==> config.mk <==
export PLATFORM = sky130hd
export DESIGN_NAME = mem_tap_port
export DESIGN_NICKNAME = d
export VERILOG_FILES = /design/src/rtl/memtap_pkg.sv /design/src/rtl/tap_fsm.sv /design/src/rtl/tap_ir.sv /design/src/rtl/tap_dr.sv /design/src/rtl/mem_tap_port.sv
export SDC_FILE = /design/constraint.sdc
export NUM_CORES = 1
export LEC_CHECK = 0
export BUFFER_PORTS_ARGS = -buffer_cell sky130_fd_sc_hd__clkbuf_2
export CORE_MARGIN = 2
export CORE_UTILIZATION = 56
export DETAILED_ROUTE_END_ITERATION = 6
export HOLD_SLACK_MARGIN = 0.08
export PLACE_DENSITY = 0.78
export SLEW_MARGIN = 20
export SYNTH_ARGS = -nofsm -noshare
export SYNTH_HDL_FRONTEND = slang
export SYNTH_SLANG_ARGS = --single-unit
==> constraint.sdc <==
create_clock -name tck -period 2.15 [get_ports tck]
set_input_delay 0.215 -clock tck [delete_from_list [all_inputs] [get_ports tck]]
set_output_delay 0.215 -clock tck [all_outputs]
set_load 0.03 [all_outputs]
==> src/rtl/memtap_pkg.sv <==
// Package memtap_pkg
// Shared types for the memory test access port. It holds the controller
// state encoding, the instruction codes, the data-path selector and a
// function that builds the identification word from configuration flags.
package memtap_pkg;

    localparam int IR_W = 3;
    localparam int ID_W = 32;

    typedef enum logic [3:0] {
        ST_EXIT2_DR = 4'h0,
        ST_EXIT1_DR = 4'h1,
        ST_SHIFT_DR = 4'h2,
        ST_PAUSE_DR = 4'h3,
        ST_SEL_IR   = 4'h4,
        ST_UPD_DR   = 4'h5,
        ST_CAP_DR   = 4'h6,
        ST_SEL_DR   = 4'h7,
        ST_EXIT2_IR = 4'h8,
        ST_EXIT1_IR = 4'h9,
        ST_SHIFT_IR = 4'hA,
        ST_PAUSE_IR = 4'hB,
        ST_IDLE     = 4'hC,
        ST_UPD_IR   = 4'hD,
        ST_CAP_IR   = 4'hE,
        ST_RESET    = 4'hF
    } tap_state_e;

    localparam logic [IR_W-1:0] OP_EXTEST  = 3'b000;
    localparam logic [IR_W-1:0] OP_IDCODE  = 3'b001;
    localparam logic [IR_W-1:0] OP_SAMPLEZ = 3'b010;
    localparam logic [IR_W-1:0] OP_SAMPLE  = 3'b100;
    localparam logic [IR_W-1:0] OP_BYPASS  = 3'b111;

    localparam logic [IR_W-1:0] IR_CAPTURE = 3'b001;

    typedef enum logic [1:0] {
        DR_BYPASS   = 2'd0,
        DR_IDENT    = 2'd1,
        DR_BOUNDARY = 2'd2
    } dr_sel_e;

    // Assemble the identification word from the device configuration flags.
    function automatic logic [ID_W-1:0] make_idcode(
        input logic [2:0]  rev,
        input logic [2:0]  dens,
        input logic [1:0]  width,
        input logic        dll,
        input logic        qdr,
        input logic        burst4,
        input logic        sep_io,
        input logic [10:0] mfg
    );
        logic [16:0] cfg;
        cfg = {2'b00, dens, 1'b0, width, 1'b0, dll, 1'b0, qdr,
               1'b0, burst4, 1'b0, sep_io, 1'b0};
        return {rev, cfg, mfg, 1'b1};
    endfunction

endpackage

==> src/rtl/tap_fsm.sv <==
// Module tap_fsm
// The sixteen-state test controller. TMS is sampled on rising TCK. A low
// por_n forces Test-Logic-Reset, and so do five TMS-high edges.
// Assumes TMS carries a pad pull-up, so an undriven line reads as 1.
module tap_fsm
    import memtap_pkg::*;
(
    input  logic       tck,
    input  logic       por_n,
    input  logic       tms,
    output tap_state_e state
);

    localparam int RESET_RUN = 5;
    localparam int CNT_W     = $clog2(RESET_RUN + 1);

    tap_state_e           state_nx;
    logic [CNT_W-1:0]     ones_cnt;

    // Next-state function of the controller.
    always_comb begin
        case (state)
            ST_RESET:    state_nx = tms ? ST_RESET    : ST_IDLE;
            ST_IDLE:     state_nx = tms ? ST_SEL_DR   : ST_IDLE;
            ST_SEL_DR:   state_nx = tms ? ST_SEL_IR   : ST_CAP_DR;
            ST_CAP_DR:   state_nx = tms ? ST_EXIT1_DR : ST_SHIFT_DR;
            ST_SHIFT_DR: state_nx = tms ? ST_EXIT1_DR : ST_SHIFT_DR;
            ST_EXIT1_DR: state_nx = tms ? ST_UPD_DR   : ST_PAUSE_DR;
            ST_PAUSE_DR: state_nx = tms ? ST_EXIT2_DR : ST_PAUSE_DR;
            ST_EXIT2_DR: state_nx = tms ? ST_UPD_DR   : ST_SHIFT_DR;
            ST_UPD_DR:   state_nx = tms ? ST_SEL_DR   : ST_IDLE;
            ST_SEL_IR:   state_nx = tms ? ST_RESET    : ST_CAP_IR;
            ST_CAP_IR:   state_nx = tms ? ST_EXIT1_IR : ST_SHIFT_IR;
            ST_SHIFT_IR: state_nx = tms ? ST_EXIT1_IR : ST_SHIFT_IR;
            ST_EXIT1_IR: state_nx = tms ? ST_UPD_IR   : ST_PAUSE_IR;
            ST_PAUSE_IR: state_nx = tms ? ST_EXIT2_IR : ST_PAUSE_IR;
            ST_EXIT2_IR: state_nx = tms ? ST_UPD_IR   : ST_SHIFT_IR;
            ST_UPD_IR:   state_nx = tms ? ST_SEL_DR   : ST_IDLE;
            default:     state_nx = ST_RESET;
        endcase
    end

    // State register with the power-on reset.
    always_ff @(posedge tck) begin
        if (!por_n) begin
            state <= ST_RESET;
        end else begin
            state <= state_nx;
        end
    end

    // Checker counter: length of the current run of TMS-high edges, saturating.
    always_ff @(posedge tck) begin
        if (!por_n || !tms) begin
            ones_cnt <= '0;
        end else if (ones_cnt != CNT_W'(RESET_RUN)) begin
            ones_cnt <= ones_cnt + CNT_W'(1);
        end
    end

    // five TMS-high edges always land in Test-Logic-Reset.
    assert_five_ones_reset_R1: assert property (@(posedge tck) disable iff (!por_n)
        (ones_cnt == CNT_W'(RESET_RUN)) |-> (state == ST_RESET));

endmodule

==> src/rtl/tap_ir.sv <==
// Module tap_ir
// The instruction register: a capture/shift stage and the active
// instruction. The active instruction loads on the edge that leaves
// Update-IR and falls back to IDCODE in Test-Logic-Reset.
module tap_ir
    import memtap_pkg::*;
(
    input  logic            tck,
    input  logic            por_n,
    input  tap_state_e      state,
    input  logic            tdi,
    output logic            ir_tdo,
    output logic [IR_W-1:0] instr
);

    logic [IR_W-1:0] ir_sr;

    // Capture the fixed pattern, or shift toward TDO least significant first.
    always_ff @(posedge tck) begin
        if (!por_n) begin
            ir_sr <= IR_CAPTURE;
        end else if (state == ST_CAP_IR) begin
            ir_sr <= IR_CAPTURE;
        end else if (state == ST_SHIFT_IR) begin
            ir_sr <= {tdi, ir_sr[IR_W-1:1]};
        end
    end

    // Active instruction: IDCODE on reset, shifted value on Update-IR.
    always_ff @(posedge tck) begin
        if (!por_n || state == ST_RESET) begin
            instr <= OP_IDCODE;
        end else if (state == ST_UPD_IR) begin
            instr <= ir_sr;
        end
    end

    assign ir_tdo = ir_sr[0];

    // after Capture-IR the stage holds the fixed pattern.
    assert_ir_capture_R3: assert property (@(posedge tck) disable iff (!por_n)
        (state == ST_CAP_IR) |=> (ir_tdo == IR_CAPTURE[0]));

    // the instruction taken at Update-IR is the value that was shifted in.
    assert_ir_update_R3: assert property (@(posedge tck) disable iff (!por_n)
        (state == ST_UPD_IR) |=> (instr == $past(ir_sr)));

endmodule

==> src/rtl/tap_dr.sv <==
// Module tap_dr
// The data registers: the bypass stage, the identification word and the
// boundary chain. Only the register picked by sel captures or shifts, and
// its bit 0 feeds dr_tdo.
module tap_dr
    import memtap_pkg::*;
#(
    parameter int              BSR_LEN  = 109,
    parameter logic [ID_W-1:0] ID_VALUE = '1
) (
    input  logic               tck,
    input  logic               por_n,
    input  tap_state_e         state,
    input  dr_sel_e            sel,
    input  logic               tdi,
    input  logic [BSR_LEN-1:0] pins,
    output logic               dr_tdo
);

    logic               byp_q;
    logic [ID_W-1:0]    id_q;
    logic [BSR_LEN-1:0] bsr_q;
    logic [BSR_LEN-1:0] bsr_shift;
    logic               cap;
    logic               shf;

    assign cap = (state == ST_CAP_DR);
    assign shf = (state == ST_SHIFT_DR);

    // The chain-length parameter picks the form of the shifted value.
    generate
        if (BSR_LEN == 1) begin : g_bsr_single
            assign bsr_shift = tdi;
        end else begin : g_bsr_chain
            assign bsr_shift = {tdi, bsr_q[BSR_LEN-1:1]};
        end
    endgenerate

    // Bypass stage: cleared at capture, takes TDI while shifting.
    always_ff @(posedge tck) begin
        if (!por_n) begin
            byp_q <= 1'b0;
        end else if (sel == DR_BYPASS && cap) begin
            byp_q <= 1'b0;
        end else if (sel == DR_BYPASS && shf) begin
            byp_q <= tdi;
        end
    end

    // Identification register: loads the constant word, then shifts.
    always_ff @(posedge tck) begin
        if (!por_n) begin
            id_q <= ID_VALUE;
        end else if (sel == DR_IDENT && cap) begin
            id_q <= ID_VALUE;
        end else if (sel == DR_IDENT && shf) begin
            id_q <= {tdi, id_q[ID_W-1:1]};
        end
    end

    // Boundary chain: parallel pin capture, then serial shift.
    always_ff @(posedge tck) begin
        if (!por_n) begin
            bsr_q <= '0;
        end else if (sel == DR_BOUNDARY && cap) begin
            bsr_q <= pins;
        end else if (sel == DR_BOUNDARY && shf) begin
            bsr_q <= bsr_shift;
        end
    end

    // Serial output of whichever register is selected.
    always_comb begin
        case (sel)
            DR_IDENT:    dr_tdo = id_q[0];
            DR_BOUNDARY: dr_tdo = bsr_q[0];
            default:     dr_tdo = byp_q;
        endcase
    end

    // the bypass stage presents 0 after capture.
    assert_bypass_capture_R7: assert property (@(posedge tck) disable iff (!por_n)
        (cap && sel == DR_BYPASS) |=> (dr_tdo == 1'b0));

    // the identification word always presents a 1 first.
    assert_ident_lsb_R6: assert property (@(posedge tck) disable iff (!por_n)
        (cap && sel == DR_IDENT) |=> (dr_tdo == 1'b1));

    // TDI enters the far end of the boundary chain.
    assert_bsr_entry_R8: assert property (@(posedge tck) disable iff (!por_n)
        (shf && sel == DR_BOUNDARY) |=> (bsr_q[BSR_LEN-1] == $past(tdi)));

endmodule

==> src/rtl/mem_tap_port.sv <==
// Module mem_tap_port
// Top of the memory test access port. It joins the controller, the
// instruction register and the data registers. It decodes the active
// instruction into a data-path select and the data-pin float request,
// and it drives TDO and its enable from falling TCK.
// Assumes a pad-level three-state buffer combines tdo and tdo_oe, and
// that the pads pull TMS and TDI up.
module mem_tap_port
    import memtap_pkg::*;
#(
    parameter int          BSR_LEN    = 109,
    parameter logic [2:0]  REVISION   = 3'b000,
    parameter logic [2:0]  DENSITY    = 3'b010,
    parameter logic [1:0]  WIDTH_CODE = 2'b11,
    parameter logic        HAS_DLL    = 1'b1,
    parameter logic        QUAD_RATE  = 1'b0,
    parameter logic        BURST4     = 1'b0,
    parameter logic        SPLIT_IO   = 1'b0,
    parameter logic [10:0] MFG_CODE   = 11'b00011001110
) (
    input  logic               tck,
    input  logic               por_n,
    input  logic               tms,
    input  logic               tdi,
    input  logic [BSR_LEN-1:0] pin_capture,
    output logic               tdo,
    output logic               tdo_oe,
    output logic               dq_hiz
);

    localparam logic [ID_W-1:0] ID_VALUE = make_idcode(REVISION, DENSITY,
        WIDTH_CODE, HAS_DLL, QUAD_RATE, BURST4, SPLIT_IO, MFG_CODE);

    tap_state_e      state;
    logic [IR_W-1:0] instr;
    logic            ir_tdo;
    logic            dr_tdo;
    dr_sel_e         sel;

    tap_fsm u_fsm (
        .tck   (tck),
        .por_n (por_n),
        .tms   (tms),
        .state (state)
    );

    tap_ir u_ir (
        .tck    (tck),
        .por_n  (por_n),
        .state  (state),
        .tdi    (tdi),
        .ir_tdo (ir_tdo),
        .instr  (instr)
    );

    tap_dr #(
        .BSR_LEN  (BSR_LEN),
        .ID_VALUE (ID_VALUE)
    ) u_dr (
        .tck    (tck),
        .por_n  (por_n),
        .state  (state),
        .sel    (sel),
        .tdi    (tdi),
        .pins   (pin_capture),
        .dr_tdo (dr_tdo)
    );

    // Instruction decode: data-path select and the data-pin float request.
    always_comb begin
        case (instr)
            OP_EXTEST:  begin sel = DR_BOUNDARY; dq_hiz = 1'b1; end
            OP_IDCODE:  begin sel = DR_IDENT;    dq_hiz = 1'b0; end
            OP_SAMPLEZ: begin sel = DR_BOUNDARY; dq_hiz = 1'b1; end
            OP_SAMPLE:  begin sel = DR_BOUNDARY; dq_hiz = 1'b0; end
            default:    begin sel = DR_BYPASS;   dq_hiz = 1'b0; end
        endcase
    end

    // TDO value and enable, launched on falling TCK.
    always_ff @(negedge tck) begin
        if (!por_n) begin
            tdo    <= 1'b0;
            tdo_oe <= 1'b0;
        end else begin
            tdo_oe <= (state == ST_SHIFT_IR) || (state == ST_SHIFT_DR);
            tdo    <= (state == ST_SHIFT_IR) ? ir_tdo : dr_tdo;
        end
    end

    // the TDO pad is enabled only in a shift state.
    assert_tdo_enable_R9: assert property (@(posedge tck) disable iff (!por_n)
        tdo_oe |-> (state == ST_SHIFT_IR || state == ST_SHIFT_DR));

    // the float request moves only after Update-IR, Test-Logic-Reset or power-on reset.
    assert_hiz_change_R5: assert property (@(posedge tck) disable iff (!por_n)
        !$stable(dq_hiz) |-> (!$past(por_n) || $past(state) == ST_UPD_IR
                              || $past(state) == ST_RESET));

endmodule

[After elaboration in Yosys (flattened, before gate mapping)]
Cells that the tools add are included.
Storage, ports and cells
  output and inout port bits: 3
  register bits after elaboration: 154
  word-level logic and storage cells: 69
Operators by class
  reduce and logical (&&, ||, !) cells: 21
  equality and inequality tests: 20
  bitwise operators: 1
  muxes and demuxes: 19
Operators by type and width (number)
  109-bit 2-to-1 mux: 2
  4-bit case mux with 12 select lines: 1
  4-bit equality test (second input constant): 8
  4-bit by 3-bit equality test with 1-bit output (second input constant): 4
  2-bit 2-to-1 mux: 6
  3-bit 2-to-1 mux: 4
  2-bit OR reduction: 6
  4-bit by 2-bit equality test with 1-bit output (second input constant): 2
  1-bit logical AND: 6
  3-bit OR reduction: 2
  4-bit by 1-bit equality test with 1-bit output (second input constant): 1
  4-bit zero test: 1
  4-bit 2-to-1 mux: 1
  2-bit case mux with 2 select lines: 1
  3-bit by 1-bit equality test with 1-bit output (second input constant): 1
  3-bit by 2-bit equality test with 1-bit output (second input constant): 1
  3-bit equality test (second input constant): 1
  3-bit zero test: 1
  1-bit 2-to-1 mux: 3
  2-bit by 1-bit equality test with 1-bit output (second input constant): 1
  2-bit equality test (second input constant): 1
  2-bit zero test: 1
  1-bit logical OR: 2
  1-bit case mux with 2 select lines: 1
  3 further kinds: 3

[Logic depth before layout (Yosys ltp)]
Gate-level depths: netlist of run 1.
  depth after elaboration: 7
  gate-level depth with buffers: 8
  gate-level depth less buffers: 6

[Hierarchy]
From an unflattened synthesis of run 1, not the netlist that was laid out.
Second synthesis, totals
  cells, all modules: 688
  area total of the unflattened synthesis: 6617.6 um^2
Modules (own cells, without submodules)
  tap_dr: sequential area each 2842.7 um^2, times used 1, area an instance 6013.3 um^2, cells an instance 624
  tap_ir: sequential area each 120.1 um^2, times used 1, area an instance 291.5 um^2, cells an instance 29
  tap_fsm: sequential area each 80.1 um^2, times used 1, area an instance 214.0 um^2, cells an instance 23
  mem_tap_port: sequential area each 40.0 um^2, times used 1, area an instance 98.8 um^2, cells an instance 12

==> results of run 1 <==
-- cell usage after synthesis, drive strengths merged, types with 2 or more instances --
| cell | n |
|---|---|
| o31ai | 2 |
| nor3b | 2 |
| nor3 | 2 |
| ha | 3 |
| dfxtp | 154 |
| or3b | 6 |
| nand2 | 116 |
| a21oi | 25 |
| nand3 | 44 |
| o21ai | 38 |
| inv | 6 |
| clkbuf | 23 |
| mux2i | 110 |
| nand2b | 2 |
| a21boi | 7 |
| buf | 49 |
| nor2 | 3 |
| o211a | 109 |
| nor2b | 3 |
-- per-stage QoR --
stage	worst slack, ns	hold WS, ns	instance area [µm²]	util
detailed placement	-0.492	0.455	7690	0.635
global placement	-0.410	0.445	7690	0.635
CTS	-0.474	0.106	8360	0.690
global route	-0.490	0.113	8410	0.694
finish	-0.451	0.122	8410	0.694
floorplan	-0.380	0.363	7000	-
-- timing repair --
item	CTS	global route
endpoints found under the setup margin	3	48
hold endpoints to repair	0	0
gates resized for setup	8	2
gates cloned	0	1
pin swaps	4	1
buffers inserted	2	3
-- final cells by class --
cell class / count / share of cell area
well taps: 168 / 0.0250
clock buffers: 21 / 0.0571
clock inverters: 13 / 0.0176
flip-flops and latches: 154 / 0.368
multi-input cells: 485 / 0.423
inverters: 5 / 0.00223
repair buffers: 142 / 0.107
-- cell families (layout without fill, tap and decap cells) --
kind of cell    Yosys count  in the layout  synth area share
compound gates          187            187             0.218
mux                     110            110             0.158
flops                   154            154             0.442
fa+ha+maj                 3              3           0.00538
simple gates            184            185             0.122
buf+inv                  78            181            0.0547
-- critical path: cells and delay by family (launching register included) --
family | cells | cell delay [ns]
AOI/OAI and AO/OA | 3 | 0.46
adders and majority gates | 1 | 0.28
DFF | 1 | 0.32
and+or+nand+nor | 1 | 0.43
-- final timing paths --
kind	start	to	slack, ns	cells past startpoint
hold / removal	tms	u_fsm.state[2]	0.12	3
hold reg to reg	u_dr.id_q[27]	u_dr.id_q[26]	0.46	2
setup reg to reg	u_ir.instr[2]	tdo	-0.45	5
setup / recovery	u_ir.instr[2]	tdo	-0.45	5
-- report_power, final --
group | leakage, nW | internal [mW] | switching [mW] | total, mW
registers | 1.24 | 2.87 | 0.0107 | 2.88
logic | 3.56 | 0.324 | 0.374 | 0.698
clock network | 0.320 | 1.95 | 1.13 | 3.09
total | 5.12 | 5.14 | 1.52 | 6.66
-- sequential cells by signal, indices dropped and copies added, names as in the netlist --
name and cells:
u_dr.bsr_q 109, u_dr.id_q 32, u_fsm.state 4, u_ir.instr 3, u_ir.ir_sr 3, tdo 1
tdo_oe 1, u_dr.byp_q 1
-- routing by layer --
| metal | wire [µm] | global-route usage |
|---|---|---|
| met5 | 0 | 0 |
| met4 | 201 | 0.0667 |
| met3 | 758 | 0.0832 |
| met2 | 7300 | 0.366 |
| met1 | 6340 | 0.261 |
==> impl_results.html, run 1 <==
<table>
<tr><th>Metric</th><th>Value</th></tr>
<tr><th colspan="2">Power and ir drop</th></tr>
<tr><td>Leakage power</td><td>5.12 nW</td></tr>
<tr><td>Total power draw</td><td>6.66 mW</td></tr>
<tr><td>PwrDens</td><td>792 nW/µm²</td></tr>
<tr><td>IR drop worst, VDD</td><td>0.000610 V</td></tr>
<tr><th colspan="2">Synthesis</th></tr>
<tr><td>Post-synthesis cell count</td><td>716</td></tr>
<tr><td>Share of Yosys cell area claimed by the top area cell type</td><td>0.442</td></tr>
<tr><td>Per-instance average area after synthesis</td><td>9.75 µm²</td></tr>
<tr><td>Sequential fraction of the synthesis area</td><td>0.442</td></tr>
<tr><td>Post-Synthesis Net Count</td><td>832</td></tr>
<tr><td>Post-synthesis instance area</td><td>6980 µm²</td></tr>
<tr><td>Area contributors post-synth</td><td>sky130_fd_sc_hd__dfxtp_1 (44%), sky130_fd_sc_hd__mux2i_1 (16%), sky130_fd_sc_hd__o211a_1 (16%)</td></tr>
<tr><td>Count of unique library cells instantiated by Yosys</td><td>39</td></tr>
<tr><td>Number of synthesized register bits</td><td>154</td></tr>
<tr><td>Number of synthesized flops with an enable pin</td><td>0</td></tr>
<tr><td>Main synth FF type</td><td>sky130_fd_sc_hd__dfxtp_1</td></tr>
<tr><td>Top cell type by total area after synthesis</td><td>sky130_fd_sc_hd__dfxtp_1</td></tr>
<tr><td>Async set or reset register ratio after synthesis</td><td>0</td></tr>
<tr><td>Synth warnings</td><td>0</td></tr>
<tr><th colspan="2">Critical path</th></tr>
<tr><td>Critical Path Source Type</td><td>register</td></tr>
<tr><td>Maximum net fanout on the critical path</td><td>3</td></tr>
<tr><td>CP arrival</td><td>1.90 ns</td></tr>
<tr><td>Worst endpoint required time</td><td>1.45 ns</td></tr>
<tr><td>Cell Chain, Critical Path</td><td>or3b_4, ha_4, a221oi_2, a221o_1, a21boi_1</td></tr>
<tr><td>Capturing element type of the critical path</td><td>register</td></tr>
<tr><td>Crit path kind</td><td>reg2reg</td></tr>
<tr><td>Largest incremental delay on the critical path</td><td>0.43 ns</td></tr>
<tr><td>CP max stage cell</td><td>sky130_fd_sc_hd__or3b_4</td></tr>
<tr><th colspan="2">Global routing</th></tr>
<tr><td>Gr ovfl total</td><td>0</td></tr>
<tr><td>Via count of the first global-routing pass</td><td>5,203</td></tr>
<tr><td>Maximum number of pins on one net before global-route repair</td><td>124</td></tr>
<tr><td>Aggregate global-route resource usage</td><td>0.218</td></tr>
<tr><td>Number of antenna violations at the first check in global routing</td><td>0</td></tr>
<tr><td>Global-route wire length before repair</td><td>23,600 µm</td></tr>
<tr><th colspan="2">Final layout</th></tr>
<tr><td>Fin nets</td><td>923</td></tr>
<tr><td>Register cell area after layout</td><td>3090 µm²</td></tr>
<tr><td>Synth-to-layout area growth</td><td>20.5%</td></tr>
<tr><td>Post-route non-filler standard cell count</td><td>988</td></tr>
<tr><td>Ant diodes</td><td>0</td></tr>
<tr><td>Share of final-layout standard cells stronger than drive strength 1</td><td>0.234</td></tr>
<tr><td>Most frequent cells in the layout</td><td>sky130_fd_sc_hd__dfxtp_1 (149), sky130_fd_sc_hd__nand2_1 (116), sky130_fd_sc_hd__clkbuf_2 (112)</td></tr>
<tr><td>Multi-input gate area in the final layout</td><td>3560 µm²</td></tr>
<tr><td>Most common cell after layout, fill and taps aside</td><td>sky130_fd_sc_hd__dfxtp_1</td></tr>
<tr><td># fillers</td><td>946</td></tr>
<tr><th colspan="2">Routing</th></tr>
<tr><td>Final Routed Wirelength</td><td>14,600 µm</td></tr>
<tr><td>Via density per instance</td><td>5.58</td></tr>
<tr><td>Antenna-violating nets left</td><td>0</td></tr>
<tr><td>Detailed Routing Iterations Pass 1</td><td>6</td></tr>
<tr><td>Total DRC errors in the routed layout</td><td>0</td></tr>
<tr><td>Initial DRC count</td><td>379</td></tr>
<tr><td>Routed WL per cell</td><td>14.8 µm</td></tr>
<tr><td>Vias</td><td>5,512</td></tr>
<tr><th colspan="2">Floorplan</th></tr>
<tr><td>Initial core utilization</td><td>0.576</td></tr>
<tr><td>Die height</td><td>116 µm</td></tr>
<tr><td>Area of the die</td><td>13,400 µm²</td></tr>
<tr><td>Core Footprint</td><td>12,100 µm²</td></tr>
<tr><td>Num ports</td><td>116</td></tr>
<tr><td>Number of core rows</td><td>40</td></tr>
<tr><td>DIE WIDTH</td><td>116 µm</td></tr>
<tr><th colspan="2">Clock network</th></tr>
<tr><td>CTS max path bufs</td><td>2</td></tr>
<tr><td>Buffer cell driving the clock tree root</td><td>sky130_fd_sc_hd__clkbuf_16</td></tr>
<tr><td>Clock transition time at the flip-flop clock pins of the worst setup and hold paths</td><td>0.06 ns</td></tr>
<tr><td>Count of clock tree sinks</td><td>154</td></tr>
<tr><td>Clock network latency to the later pin of the worst-skew pair</td><td>0.45 ns</td></tr>
<tr><td>Number of H-tree levels</td><td>4</td></tr>
<tr><td>TritonCTS clock tree</td><td>built</td></tr>
<tr><td>TritonCTS Buffers</td><td>17</td></tr>
<tr><td>Hold-fix buffers, CTS</td><td>0</td></tr>
<tr><th colspan="2">Timing</th></tr>
<tr><td>Number of pins exceeding their max-slew limit in the final report</td><td>0</td></tr>
<tr><td>Slew of the pin with the lowest slew margin</td><td>0.921 ns</td></tr>
<tr><td>Worst slew margin relative to its limit</td><td>0.386</td></tr>
<tr><td>Setup repair after global routing missed its margin</td><td>yes</td></tr>
<tr><td>Final setup skew</td><td>0.0364 ns</td></tr>
<tr><td>Final setup viols</td><td>3</td></tr>
<tr><td>Number of endpoints with negative hold slack in the final report</td><td>0</td></tr>
<tr><td>Final total negative setup slack</td><td>-0.525 ns</td></tr>
<tr><td>Smallest setup slack after layout</td><td>-0.451 ns</td></tr>
<tr><th colspan="2">Placed design</th></tr>
<tr><td>Final estimated routing congestion in global placement</td><td>0.750</td></tr>
<tr><td>Estimated wirelength of the detail-placed design</td><td>9010 µm</td></tr>
<tr><td>Number of I/O port buffers</td><td>115</td></tr>
<tr><td>Cell total after placement</td><td>949</td></tr>
<tr><th colspan="2">Run</th></tr>
<tr><td>MaxCap Viol Count</td><td>0</td></tr>
<tr><th colspan="2">Min path</th></tr>
<tr><td>Hold crit path type</td><td>in2reg</td></tr>
<tr><th colspan="2">Status</th></tr>
<tr><td>Failing checks</td><td>negative setup slack</td></tr>
<tr><td>Status</td><td>finished with violations</td></tr>
</table>
No activity file was read; power rests on OpenSTA's default activity.
==> run 2: changes to the inputs <==
- clock period: 2.15 -> 2.85 ns (I/O delays scaled with it)
==> run 2 against run 1 <==
Effect of this change: power decreased by 30%; clock power is 36% lower; die area unchanged; critical endpoint unchanged; non-clock buffer count is 7 lower; via count is 0.78% lower; global-route usage down 0.36 points; the flow still finishes with violations (negative setup slack); highest routed layer unchanged.
==> impl_results.html, run 2 (synthesis gave the netlist of run 1 again) <==
<table>
<tr><th>Metric</th><th>Value</th></tr>
<tr><th colspan="2">Final layout</th></tr>
<tr><td># fillers</td><td>999 (+5.6%)</td></tr>
<tr><td>Synth-to-layout area growth</td><td>17.1%</td></tr>
<tr><td>Fin nets</td><td>915 (-0.87%)</td></tr>
<tr><td>Post-route non-filler standard cell count</td><td>977 (-1.1%)</td></tr>
<tr><td>Register cell area after layout</td><td>3090 µm² (about the same)</td></tr>
<tr><td>Ant diodes</td><td>0 (unchanged)</td></tr>
<tr><td>Most frequent cells in the layout</td><td>sky130_fd_sc_hd__dfxtp_1 (150), sky130_fd_sc_hd__nand2_1 (116), sky130_fd_sc_hd__clkbuf_2 (114)</td></tr>
<tr><td>Share of final-layout standard cells stronger than drive strength 1</td><td>0.216 (-0.0178)</td></tr>
<tr><td>Largest registers</td><td>u_dr.bsr_q x109, u_dr.id_q x32, u_fsm.state x4</td></tr>
<tr><td>Top reg by flops</td><td>u_dr.bsr_q</td></tr>
<tr><td>Number of flip-flops in the largest register</td><td>109 (unchanged)</td></tr>
<tr><td>Most common cell after layout, fill and taps aside</td><td>sky130_fd_sc_hd__dfxtp_1</td></tr>
<tr><td>Multi-input gate area in the final layout</td><td>3560 µm² (about the same)</td></tr>
<tr><th colspan="2">Routing</th></tr>
<tr><td>Final Routed Wirelength</td><td>14,000 µm (-3.8%)</td></tr>
<tr><td>Detailed Routing Iterations Pass 1</td><td>5 (-1)</td></tr>
<tr><td>Antenna-violating nets left</td><td>0 (unchanged)</td></tr>
<tr><td>Vias</td><td>5,469 (-0.78%)</td></tr>
<tr><td>Initial DRC count</td><td>384 (+1.3%)</td></tr>
<tr><td>Via density per instance</td><td>5.60 (+0.34%)</td></tr>
<tr><td>Total DRC errors in the routed layout</td><td>0 (unchanged)</td></tr>
<tr><td>Routed WL per cell</td><td>14.4 µm (-2.7%)</td></tr>
<tr><th colspan="2">Timing</th></tr>
<tr><td>Final setup skew</td><td>0.0293 ns (-0.00713 ns)</td></tr>
<tr><td>Number of endpoints with negative hold slack in the final report</td><td>0 (unchanged)</td></tr>
<tr><td>Smallest setup slack after layout</td><td>-0.0662 ns (+0.385 ns)</td></tr>
<tr><td>Slew of the pin with the lowest slew margin</td><td>0.917 ns (-0.00343 ns)</td></tr>
<tr><td>Worst slew margin relative to its limit</td><td>0.388 (+0.00229)</td></tr>
<tr><td>Number of pins exceeding their max-slew limit in the final report</td><td>0 (unchanged)</td></tr>
<tr><td>Final setup viols</td><td>1 (-2)</td></tr>
<tr><td>Setup repair after global routing missed its margin</td><td>yes</td></tr>
<tr><th colspan="2">Placed design</th></tr>
<tr><td>Estimated wirelength of the detail-placed design</td><td>9040 µm (+0.31%)</td></tr>
<tr><td>Cell total after placement</td><td>946 (-0.32%)</td></tr>
<tr><td>Final estimated routing congestion in global placement</td><td>0.751 (+0.12%)</td></tr>
<tr><td>Number of I/O port buffers</td><td>115 (unchanged)</td></tr>
<tr><td>Worst slack at placement</td><td>-0.0822 ns (+0.410 ns)</td></tr>
<tr><th colspan="2">Floorplan</th></tr>
<tr><td>Die height</td><td>116 µm (unchanged)</td></tr>
<tr><td>Num ports</td><td>116 (unchanged)</td></tr>
<tr><td>DIE WIDTH</td><td>116 µm (unchanged)</td></tr>
<tr><td>Core Footprint</td><td>12,100 µm² (unchanged)</td></tr>
<tr><td>Initial core utilization</td><td>0.576 (unchanged)</td></tr>
<tr><td>Number of core rows</td><td>40 (unchanged)</td></tr>
<tr><td>Area of the die</td><td>13,400 µm² (unchanged)</td></tr>
<tr><th colspan="2">Power and ir drop</th></tr>
<tr><td>Total power draw</td><td>4.65 mW (-30%)</td></tr>
<tr><td>PwrDens</td><td>569 nW/µm² (-28%)</td></tr>
<tr><td>IR drop worst, VDD</td><td>0.000432 V (-29%)</td></tr>
<tr><td>Leakage power</td><td>5.01 nW (-2.2%)</td></tr>
<tr><th colspan="2">Critical path</th></tr>
<tr><td>Critical Path Source Type</td><td>register</td></tr>
<tr><td>Capturing element type of the critical path</td><td>register</td></tr>
<tr><td>Buffers plus inverters on the worst setup path</td><td>0 (unchanged)</td></tr>
<tr><td>Crit path kind</td><td>reg2reg</td></tr>
<tr><td>Largest incremental delay on the critical path</td><td>0.43 ns (about the same)</td></tr>
<tr><td>Worst endpoint required time</td><td>1.79 ns (+0.34 ns)</td></tr>
<tr><td>Worst R2R Path Depth</td><td>5 (unchanged)</td></tr>
<tr><td>CP max stage cell</td><td>sky130_fd_sc_hd__or3b_4</td></tr>
<tr><td>Cell Chain, Critical Path</td><td>or3b_4, ha_4, a221oi_2, a221o_1, a21boi_1</td></tr>
<tr><td>R2R Path Start</td><td>u_ir.instr[1]</td></tr>
<tr><td>Destination of the worst register-to-register timing path</td><td>tdo</td></tr>
<tr><td>Maximum net fanout on the critical path</td><td>3 (unchanged)</td></tr>
<tr><td>Cell family contributing the most delay on the critical path</td><td>simple AND/OR/NAND/NOR gates</td></tr>
<tr><td>CP arrival</td><td>1.86 ns (-0.04 ns)</td></tr>
<tr><td>Slack of the worst reg-to-reg path</td><td>-0.07 ns (+0.39 ns)</td></tr>
<tr><th colspan="2">Global routing</th></tr>
<tr><td>Global-route wire length before repair</td><td>23,300 µm (-1.3%)</td></tr>
<tr><td>Maximum number of pins on one net before global-route repair</td><td>117 (-5.6%)</td></tr>
<tr><td>Global routing met1 resource utilization</td><td>0.259 (-0.00206)</td></tr>
<tr><td>Met3 Use GR</td><td>0.0758 (-0.00732)</td></tr>
<tr><td>Aggregate global-route resource usage</td><td>0.215 (-0.00358)</td></tr>
<tr><td>Layer carrying the most global-route usage</td><td>met2</td></tr>
<tr><td>Gr ovfl total</td><td>0 (unchanged)</td></tr>
<tr><td>Via count of the first global-routing pass</td><td>5,179 (-0.46%)</td></tr>
<tr><td>Met2 routing resource usage after global routing</td><td>0.364 (-0.00156)</td></tr>
<tr><td>Number of antenna violations at the first check in global routing</td><td>0 (unchanged)</td></tr>
<tr><th colspan="2">Min path</th></tr>
<tr><td>Hold path startpoint</td><td>por_n</td></tr>
<tr><td>Hold Path Stages</td><td>2 (-1)</td></tr>
<tr><td>Endpoint, Worst Hold</td><td>u_ir.instr[0]</td></tr>
<tr><td>Hold crit path type</td><td>in2reg</td></tr>
<tr><th colspan="2">Run</th></tr>
<tr><td>MaxCap Viol Count</td><td>0 (unchanged)</td></tr>
<tr><th colspan="2">Clock network</th></tr>
<tr><td>Clock network latency to the later pin of the worst-skew pair</td><td>0.44 ns (about the same)</td></tr>
<tr><td>TritonCTS Buffers</td><td>17 (unchanged)</td></tr>
<tr><td>Number of H-tree levels</td><td>4 (unchanged)</td></tr>
<tr><td>CTS max path bufs</td><td>2 (unchanged)</td></tr>
<tr><td>Clock transition time at the flip-flop clock pins of the worst setup and hold paths</td><td>0.06 ns (about the same)</td></tr>
<tr><td>Buffer cell driving the clock tree root</td><td>sky130_fd_sc_hd__clkbuf_16</td></tr>
<tr><td>Hold-fix buffers, CTS</td><td>0 (unchanged)</td></tr>
<tr><td>TritonCTS clock tree</td><td>built</td></tr>
<tr><td>Count of clock tree sinks</td><td>154 (unchanged)</td></tr>
<tr><th colspan="2">Status</th></tr>
<tr><td>Status</td><td>finished with violations</td></tr>
<tr><td>Failing checks</td><td>negative setup slack</td></tr>
</table>
run 2: cell types whose count changed in the layout (fill, tap and decap cells not counted), moves of 2 or more:
| cell | previous run | this run |
|---|---|---|
| sky130_fd_sc_hd__buf_8 | 2 | 0 |
| sky130_fd_sc_hd__clkbuf_1 | 0 | 5 |
| sky130_fd_sc_hd__bufinv_16 | 3 | 0 |
| sky130_fd_sc_hd__buf_4 | 20 | 16 |
| sky130_fd_sc_hd__buf_6 | 0 | 2 |
| sky130_fd_sc_hd__clkinv_2 | 5 | 3 |
| sky130_fd_sc_hd__clkbuf_2 | 112 | 114 |
| sky130_fd_sc_hd__inv_6 | 2 | 0 |
| sky130_fd_sc_hd__buf_12 | 8 | 3 |
run 2: worst max-delay path by stage:
stage,start,endpoint,slack [ns],depth (start not counted)
2_1_floorplan,u_ir.instr[0],tdo,-0.03,5
3_3_place_gp,u_ir.instr[1],tdo,-0.06,5
3_5_place_dp,u_ir.instr[1],tdo,-0.08,5
4_1_cts,u_ir.instr[2],tdo,-0.08,5
5_1_grt,u_ir.instr[1],tdo,-0.11,5
6_report,u_ir.instr[1],tdo,-0.07,5
run 2: layout make-up:
| cell class | instances | share of cell area |
|---|---|---|
| Multi-Input combinational cell | 484 | 0.435 |
| Clock inverter | 5 | 0.00276 |
| Clock buffer | 26 | 0.0611 |
| Sequential cell | 154 | 0.378 |
| Timing Repair Buffer | 135 | 0.0946 |
| Tap cell | 168 | 0.0257 |
| Inverter | 5 | 0.00230 |
run 2: repair_timing:
item                                    CTS  global route
setup buffers                             1             0
endpoints found under the setup margin    1             1
resized for setup                         3             1
pin swaps                                 4             3
run 2: stage by stage:
stage / TNS, ns / utilization / hold WS, ns / cell area (µm²)
floorplan: -0.0298 / - / 0.433 / 7000
global placement: -0.0611 / 0.629 / 0.446 / 7620
detailed placement: -0.0822 / 0.629 / 0.456 / 7620
CTS: -0.0784 / 0.674 / 0.110 / 8160
global route: -0.111 / 0.675 / 0.119 / 8170
finish: -0.0662 / 0.675 / 0.124 / 8170
run 2: routing by layer:
metal  routed length, µm  part of all wire
met2                7130              0.51
met1                6020              0.43
met3                 754             0.054
met5                   0                 0
met4                 138            0.0098
run 2: power breakdown:
group | internal (mW) | switching, mW | leakage, nW
logic | 0.230 | 0.279 | 3.50
clock network | 1.19 | 0.782 | 0.267
registers | 2.16 | 0.00613 | 1.24
